## src/rtl/dma_trig_pkg.sv

```systemverilog
package dma_trig_pkg;

    typedef enum logic {
        TL_IDLE = 1'b0,
        TL_PEND = 1'b1
    } tl_state_t;

endpackage

```

## src/rtl/dma_trig_srcsel.sv

```systemverilog
module dma_trig_srcsel #(
    parameter int                  NUM_SRC   = 32,
    parameter int                  SEL_W     = $clog2(NUM_SRC),
    parameter logic [NUM_SRC-1:0]  EMPTY_MAP = 32'h0003_0041
) (
    input  logic [NUM_SRC-1:0] src_i,
    input  logic [SEL_W-1:0]   sel_i,
    input  logic               force_i,
    output logic               trig_o
);

    logic [NUM_SRC-1:0] live;

    for (genvar g = 0; g < NUM_SRC; g++) begin : g_gate
        if (EMPTY_MAP[g]) begin : g_empty
            assign live[g] = 1'b0;
        end else begin : g_pass
            assign live[g] = src_i[g];
        end
    end

    assign trig_o = live[sel_i] | force_i;

endmodule

```

## src/rtl/dma_trig_fsm.sv

```systemverilog
module dma_trig_fsm
    import dma_trig_pkg::*;
(
    input  logic clk,
    input  logic rst_n,
    input  logic trig_i,
    input  logic ack_i,
    output logic pend_o,
    output logic ovf_det_o
);

    tl_state_t state_q, state_d;

    always_comb begin
        state_d = state_q;
        unique case (state_q)
            TL_IDLE: if (trig_i) state_d = TL_PEND;
            TL_PEND: if (ack_i && !trig_i) state_d = TL_IDLE;
            default: state_d = TL_IDLE;
        endcase
    end

    always_ff @(posedge clk or negedge rst_n) begin
        if (!rst_n) state_q <= TL_IDLE;
        else        state_q <= state_d;
    end

    always_comb begin
        pend_o    = 1'b0;
        ovf_det_o = 1'b0;
        unique case (state_q)
            TL_IDLE: ;
            TL_PEND: begin
                pend_o    = 1'b1;
                ovf_det_o = trig_i && !ack_i;
            end
            default: ;
        endcase
    end

    AST_TRIG_RAISES_REQ: assert property (@(posedge clk) disable iff (!rst_n)
        trig_i |=> pend_o);
    AST_REQ_HELD: assert property (@(posedge clk) disable iff (!rst_n)
        (pend_o && !ack_i) |=> pend_o);
    AST_ACK_DROPS_REQ: assert property (@(posedge clk) disable iff (!rst_n)
        (pend_o && ack_i && !trig_i) |=> !pend_o);
    AST_ACK_COLLIDE: assert property (@(posedge clk) disable iff (!rst_n)
        (ack_i && trig_i) |-> !ovf_det_o);

endmodule

```

## src/rtl/dma_trig_ovf.sv

```systemverilog
module dma_trig_ovf (
    input  logic clk,
    input  logic rst_n,
    input  logic det_i,
    input  logic clr_i,
    output logic flag_o
);

    logic flag_q;

    always_ff @(posedge clk or negedge rst_n) begin
        if (!rst_n)     flag_q <= 1'b0;
        else if (det_i) flag_q <= 1'b1;
        else if (clr_i) flag_q <= 1'b0;
    end

    assign flag_o = flag_q;

    AST_OVF_SET: assert property (@(posedge clk) disable iff (!rst_n)
        det_i |=> flag_o);
    AST_OVF_STICKY: assert property (@(posedge clk) disable iff (!rst_n)
        (flag_o && !clr_i) |=> flag_o);
    AST_OVF_NO_SELF_SET: assert property (@(posedge clk) disable iff (!rst_n)
        (!flag_o && !det_i) |=> !flag_o);

endmodule

```

## src/rtl/dma_trig_latch.sv

```systemverilog
module dma_trig_latch #(
    parameter int                  NUM_SRC   = 32,
    parameter int                  SEL_W     = $clog2(NUM_SRC),
    parameter logic [NUM_SRC-1:0]  EMPTY_MAP = 32'h0003_0041
) (
    input  logic               clk,
    input  logic               rst_n,
    input  logic [NUM_SRC-1:0] src_i,
    input  logic [SEL_W-1:0]   sel_i,
    input  logic               force_i,
    input  logic               ovf_ie_i,
    input  logic               burst_ack_i,
    input  logic               ovf_clr_i,
    input  logic               chan_int_i,
    output logic               burst_req_o,
    output logic               chan_irq_o,
    output logic               ovf_flag_o
);

    logic trig;
    logic ovf_det;

    dma_trig_srcsel #(
        .NUM_SRC   (NUM_SRC),
        .SEL_W     (SEL_W),
        .EMPTY_MAP (EMPTY_MAP)
    ) u_srcsel (
        .src_i   (src_i),
        .sel_i   (sel_i),
        .force_i (force_i),
        .trig_o  (trig)
    );

    dma_trig_fsm u_fsm (
        .clk       (clk),
        .rst_n     (rst_n),
        .trig_i    (trig),
        .ack_i     (burst_ack_i),
        .pend_o    (burst_req_o),
        .ovf_det_o (ovf_det)
    );

    dma_trig_ovf u_ovf (
        .clk    (clk),
        .rst_n  (rst_n),
        .det_i  (ovf_det),
        .clr_i  (ovf_clr_i),
        .flag_o (ovf_flag_o)
    );

    assign chan_irq_o = chan_int_i | (ovf_flag_o & ovf_ie_i);

    AST_EMPTY_SILENT: assert property (@(posedge clk) disable iff (!rst_n)
        (!burst_req_o && EMPTY_MAP[sel_i] && !force_i) |=> !burst_req_o);
    AST_FORCE_RAISES: assert property (@(posedge clk) disable iff (!rst_n)
        force_i |=> burst_req_o);
    AST_IRQ_GATED: assert property (@(posedge clk) disable iff (!rst_n)
        (!ovf_ie_i && !chan_int_i) |-> !chan_irq_o);
    AST_IRQ_PASS: assert property (@(posedge clk) disable iff (!rst_n)
        chan_int_i |-> chan_irq_o);

endmodule

```

## config.mk

```make
export PLATFORM = sky130hd
export DESIGN_NAME = dma_trig_latch
export DESIGN_NICKNAME = d
export VERILOG_FILES = /design/src/rtl/dma_trig_pkg.sv /design/src/rtl/dma_trig_srcsel.sv /design/src/rtl/dma_trig_fsm.sv /design/src/rtl/dma_trig_ovf.sv /design/src/rtl/dma_trig_latch.sv
export SDC_FILE = /design/constraint.sdc
export NUM_CORES = 1
export LEC_CHECK = 0
export ABC_AREA = 0
export BUFFER_PORTS_ARGS = -buffer_cell sky130_fd_sc_hd__buf_2
export CORE_AREA = 2 2 39 41
export DETAILED_ROUTE_END_ITERATION = 16
export DIE_AREA = 0 0 41 43
export PLACE_DENSITY = 0.81
export REMOVE_ABC_BUFFERS = 1
export SYNTH_ARGS = -nofsm -noshare
export SYNTH_HDL_FRONTEND = slang
export SYNTH_SLANG_ARGS = --single-unit
export TNS_END_PERCENT = 20
```

## constraint.sdc

```tcl
create_clock -name clk -period 1.7 [get_ports clk]
set_input_delay 0.34 -clock clk [delete_from_list [all_inputs] [get_ports clk]]
set_output_delay 0.34 -clock clk [all_outputs]
set_load 0.05 [all_outputs]
```

== Word level (Yosys, flattened, before mapping) ==
Cells that the tools add are included.
Operators by class
  magnitude comparators: 1
  multiplexer cells: 9
  bitwise logic cells: 4
  reduce and logical (&&, ||, !) cells: 5
Operators with widths (number)
  $mux W1: 7
  $lt A5 B6 Y1 const B: 1
  $bmux W1 S5: 1
  $logic_and A1 B1 Y1: 2
  $logic_not A1 Y1: 2
  $or A1 B1 Y1: 2
  $pmux W1 S2: 1
  $reduce_bool A2 Y1: 1
  $and A1 B1 Y1: 1
  $not A1 Y1: 1
Storage, ports and cells
  register bits: 2
  input port bits: 44
  output and inout bits: 3
  word-level logic and storage cells: 21

== Logic depth before layout (Yosys ltp) ==
  word-level depth: 7
  gate-level depth with buffers: 5
  depth with buffers taken out: 4

== Cells and area by module ==
From an unflattened synthesis, not the netlist that was laid out.
Second synthesis, totals
  cell total of the unflattened synthesis: 36
  area, all modules: 391.6 sq um
Modules (own cells, without submodules)
  dma_trig_srcsel: times used 1, cells an instance 28, area each 305.3 sq um, sequential area each 0.0 sq um
  dma_trig_fsm: times used 1, cells an instance 4, area each 42.5 sq um, sequential area each 25.0 sq um
  dma_trig_ovf: times used 1, cells an instance 3, area each 36.3 sq um, sequential area each 25.0 sq um
  dma_trig_latch: times used 1, cells an instance 1, area each 7.5 sq um, sequential area each 0.0 sq um

== Worst setup path after synthesis ==
OpenSTA, ideal clock, no wires.
  kind: input to register
  from: input sel_i[0]
  to: register u_ovf.flag_q, in the netlist u_ovf.flag_o
  library setup time: 0.131 ns
  arrival time: 1.571 ns
  slack: -0.002 ns
  cell stages on the path: 5
  path buffers: 1
  cell sequence: buf_6 mux4_2 a22o_1 a2111oi_2 nor3_1
On the way
  cells in the longest elaborated chain, start to end: 6
  elaborated cells between the ends (all ways): 7
RTL lines
  from (decl): line dma_trig_latch.sv:9  | input logic [SEL_W-1:0] sel_i,
  $bmux W1 S5 *: line dma_trig_srcsel.sv:22  | assign trig_o = live[sel_i] | force_i;
  $mux W1 (not written as such) *: line dma_trig_srcsel.sv:22
  $or A1 B1 Y1 *: line dma_trig_srcsel.sv:22
  $logic_and A1 B1 Y1 *: line dma_trig_fsm.sv:35  | ovf_det_o = trig_i && !ack_i;
  $mux W1 *: line dma_trig_fsm.sv:31  | unique case (state_q)
  $mux W1 or $reduce_bool A2 Y1 (tied branches)
  to (signal assigned): line dma_trig_ovf.sv:12  | if (!rst_n) flag_q <= 1'b0;
  to (signal assigned): line dma_trig_ovf.sv:13  | else if (det_i) flag_q <= 1'b1;
  to (signal assigned): line dma_trig_ovf.sv:14  | else if (clr_i) flag_q <= 1'b0;
  to (decl): line dma_trig_ovf.sv:9  | logic flag_q;
Mark *: on every way between the ends. The rest lies on a longest branch, timed or not. The select of a mux whose other input is x is not followed.
A chain may end at the register's enable or synchronous reset.

== Final worst setup path ==
Same ends and word-level chain as after synthesis.

==> results.cfg <==
[status]
status = complete, no violations

[cts]
h-tree-depth = 1
cts_setup_buffers = 0
cts_tree = yes
numClockSinks = 2
root_buffer = clkbuf_4
clk_latency_ns = 0.22
cts_made_buffers = 3
cts_resized = 0
path_clk_slew_ns = 0.03
ctsLongestPathBuffers = 2

[finish]
layout-drive-gt1-share_pct = 66.7
finalNonFillerCells = 100
antenna-diode-count = 0
finalNetCount = 130
syn2layout_area_growth_pct = 70.6
fill_cells = 139
post-route-util_pct = 47.2

[sta]
period_minus_slack_ns = 1.61
setup_viol = 0
fin_skew_ns = 0.00149
slew_violations = 0
post-route-period-util_pct = 95.0
relSlewSlack_pct = 80.7
worst_slew_pin_slew_ns = 0.288
grt_setup_unrepaired = false
hold_violations = 0
setup_ws_ns = 0.0851
timing.fmax_mhz = 619

[setup_path]
crit_start = sel_i[0]
endpoint = u_ovf.flag_o
ff2ff_setup_slack_ns = 0.38
path_max_fanout = 6
critPathLaunchType = primary input
worstPathRequired_ns = 1.79
crit_type = in -> reg
reg2reg_from = u_ovf.flag_o
critPathArrivalTime_ns = 1.71
r2r-end = u_ovf.flag_o
end_kind = register
r2r_cells = 4

[grt]
grt_antenna_before_repair = 0
gr-total-overflow = 0
grt_first_pass_wirelength_mm = 1.90
track_usage_pct = 15.5
grt_pass1_vias = 522
grt_max_degree = 9

[yosys]
syn_inst = 37
ys_seq_area_share_pct = 13.1
synthesis.area_um2 = 383
ys_types = 26
avgSynthCellArea_um2 = 10.3
yosys_register_bits = 2
ys.warnings.count = 0

[power_and_ir_drop]
power.density_mw_per_mm2 = 496
vdd_drop_max_mv = 0.163
leakagePower_uw = 0.000336

[die]
io_pins = 47
die_w_um = 41
coreArea_mm2 = 0.00138
initial_utilization_pct = 27.7
fp.dieH_um = 43
rows = 14
dieArea_mm2 = 0.00176

[placed_design]
dp_cells = 96
port_buffers = 42
post-place-ws_ns = -0.158
place_congestion = 0.726

[route]
vias_per_cell = 5.06
drc_errors = 0
dr.pass1.iters = 2
via_count = 506
avgRoutedWirePerCell_um = 11.9
routed_wl_mm = 1.19
drt_iter0_drc = 1
ant_nets = 0

[min_path]
holdCritPathClass = in -> reg

[job]
max-cap-violations = 0
[worst max-delay path, stage by stage]
cell	delay [ns]
buf_2	0.17
mux4_2	0.52
a22o_1	0.25
a2111oi_2	0.34
nor3_1	0.09
[how the worst min path moves through the flow]
stage          cells after the start  slack (ns)       endpoint    start
2_1_floorplan                      0        0.04  u_fsm.state_q    rst_n
3_3_place_gp                       1        0.13   u_ovf.flag_o    rst_n
3_5_place_dp                       1        0.13   u_ovf.flag_o    rst_n
4_1_cts                            3        0.34  u_fsm.state_q  force_i
5_1_grt                            3        0.36  u_fsm.state_q  force_i
6_report                           3        0.35  u_fsm.state_q  force_i
[cells in the mapped netlist]
library cell	count	area, um2
mux2_2	1	11.3
a21o_1	1	7.51
nand3_1	1	5.00
a31oi_1	2	12.5
a21oi_1	2	10.0
nor3_1	1	5.00
nor2b_1	3	18.8
or2_2	1	6.26
clkbuf_1	1	3.75
a221o_1	1	10.0
a22o_1	1	8.76
dfrtp_1	2	50.1
and2_1	1	6.26
o21ai_1	1	5.00
mux2i_1	2	20.0
mux4_2	5	113
buf_6	1	11.3
a211oi_1	1	7.51
or4b_1	1	10.0
a2bb2oi_1	1	8.76
or3_1	1	6.26
inv_1	2	7.51
nand2b_1	1	6.26
and3b_1	1	8.76
a211o_1	1	8.76
a2111oi_2	1	15.0
[stage by stage]
| step | total power, uW | instance area [um2] | hold WS, ns | TNS (ns) |
|---|---|---|---|---|
| 2_1_floorplan | 147 | 368 | 0.0444 | 0 |
| 3_3_place_gp | 216 | 621 | 0.125 | -0.121 |
| 3_5_place_dp | 222 | 621 | 0.129 | -0.186 |
| 4_1_cts | 335 | 653 | 0.343 | 0 |
| 5_1_grt | 349 | 653 | 0.363 | 0 |
| 6_report | 324 | 653 | 0.351 | 0 |
[report_power, final]
part	internal, uW	switching (uW)	leakage [uW]	total, uW
Sequential	53.6	3.48	0.0000216	57.0
Clock	77.6	24.3	0.0000138	102
Combinational	86.1	78.6	0.000300	165
Total	217	106	0.000336	324
[layout by cell type, fill, tap and decap left out, types with 2 or more instances in the layout]
cell type,instances
a21oi_1,2
a31oi_1,2
buf_2,42
buf_4,3
clkbuf_4,3
dfrtp_1,2
inv_1,2
mux2i_1,2
mux4_2,5
nor2b_1,3
[logic make-up (layout without fill, tap and decap cells)]
| kind of cell | Yosys count | in the layout | synth area share (%) |
|---|---|---|---|
| buffers and inverters | 4 | 51 | 5.88 |
| DFF | 2 | 2 | 13.1 |
| muxes | 8 | 8 | 37.6 |
| and+or+nand+nor | 11 | 11 | 19.0 |
| AOI/OAI and AO/OA | 12 | 12 | 24.5 |
[timing repair]
| item | in CTS | in global routing |
|---|---|---|
| hold endpoints to repair | 2 | 0 |
| setup endpoints to repair | 0 | 0 |
| hold buffers | 1 | 0 |
[registers in the layout, indices dropped and copies added, names as in the netlist]
signal / cells
u_ovf.flag_o: 1
u_fsm.state_q: 1
[routing by layer]
metal / share of wire (%) / GRT usage (%) / vias to the layer above
li1: - / - / 249
met5: 0 / 0 / -
met1: 35 / 15.5 / 228
met4: 0 / 6.00 / 0
met2: 56 / 29.1 / 29
met3: 9.4 / 2.09 / 0
[layout make-up]
cell class	count	area, um2	share of cell area (%)
multi-input combinational	31	310	47.5
timing repair buffer	46	243	37.2
sequential	2	50.0	7.66
clock buffer	3	22.5	3.45
tap	16	20.0	3.07
inverter	2	7.51	1.15
Note: power is estimated with default switching activity, not from simulation.
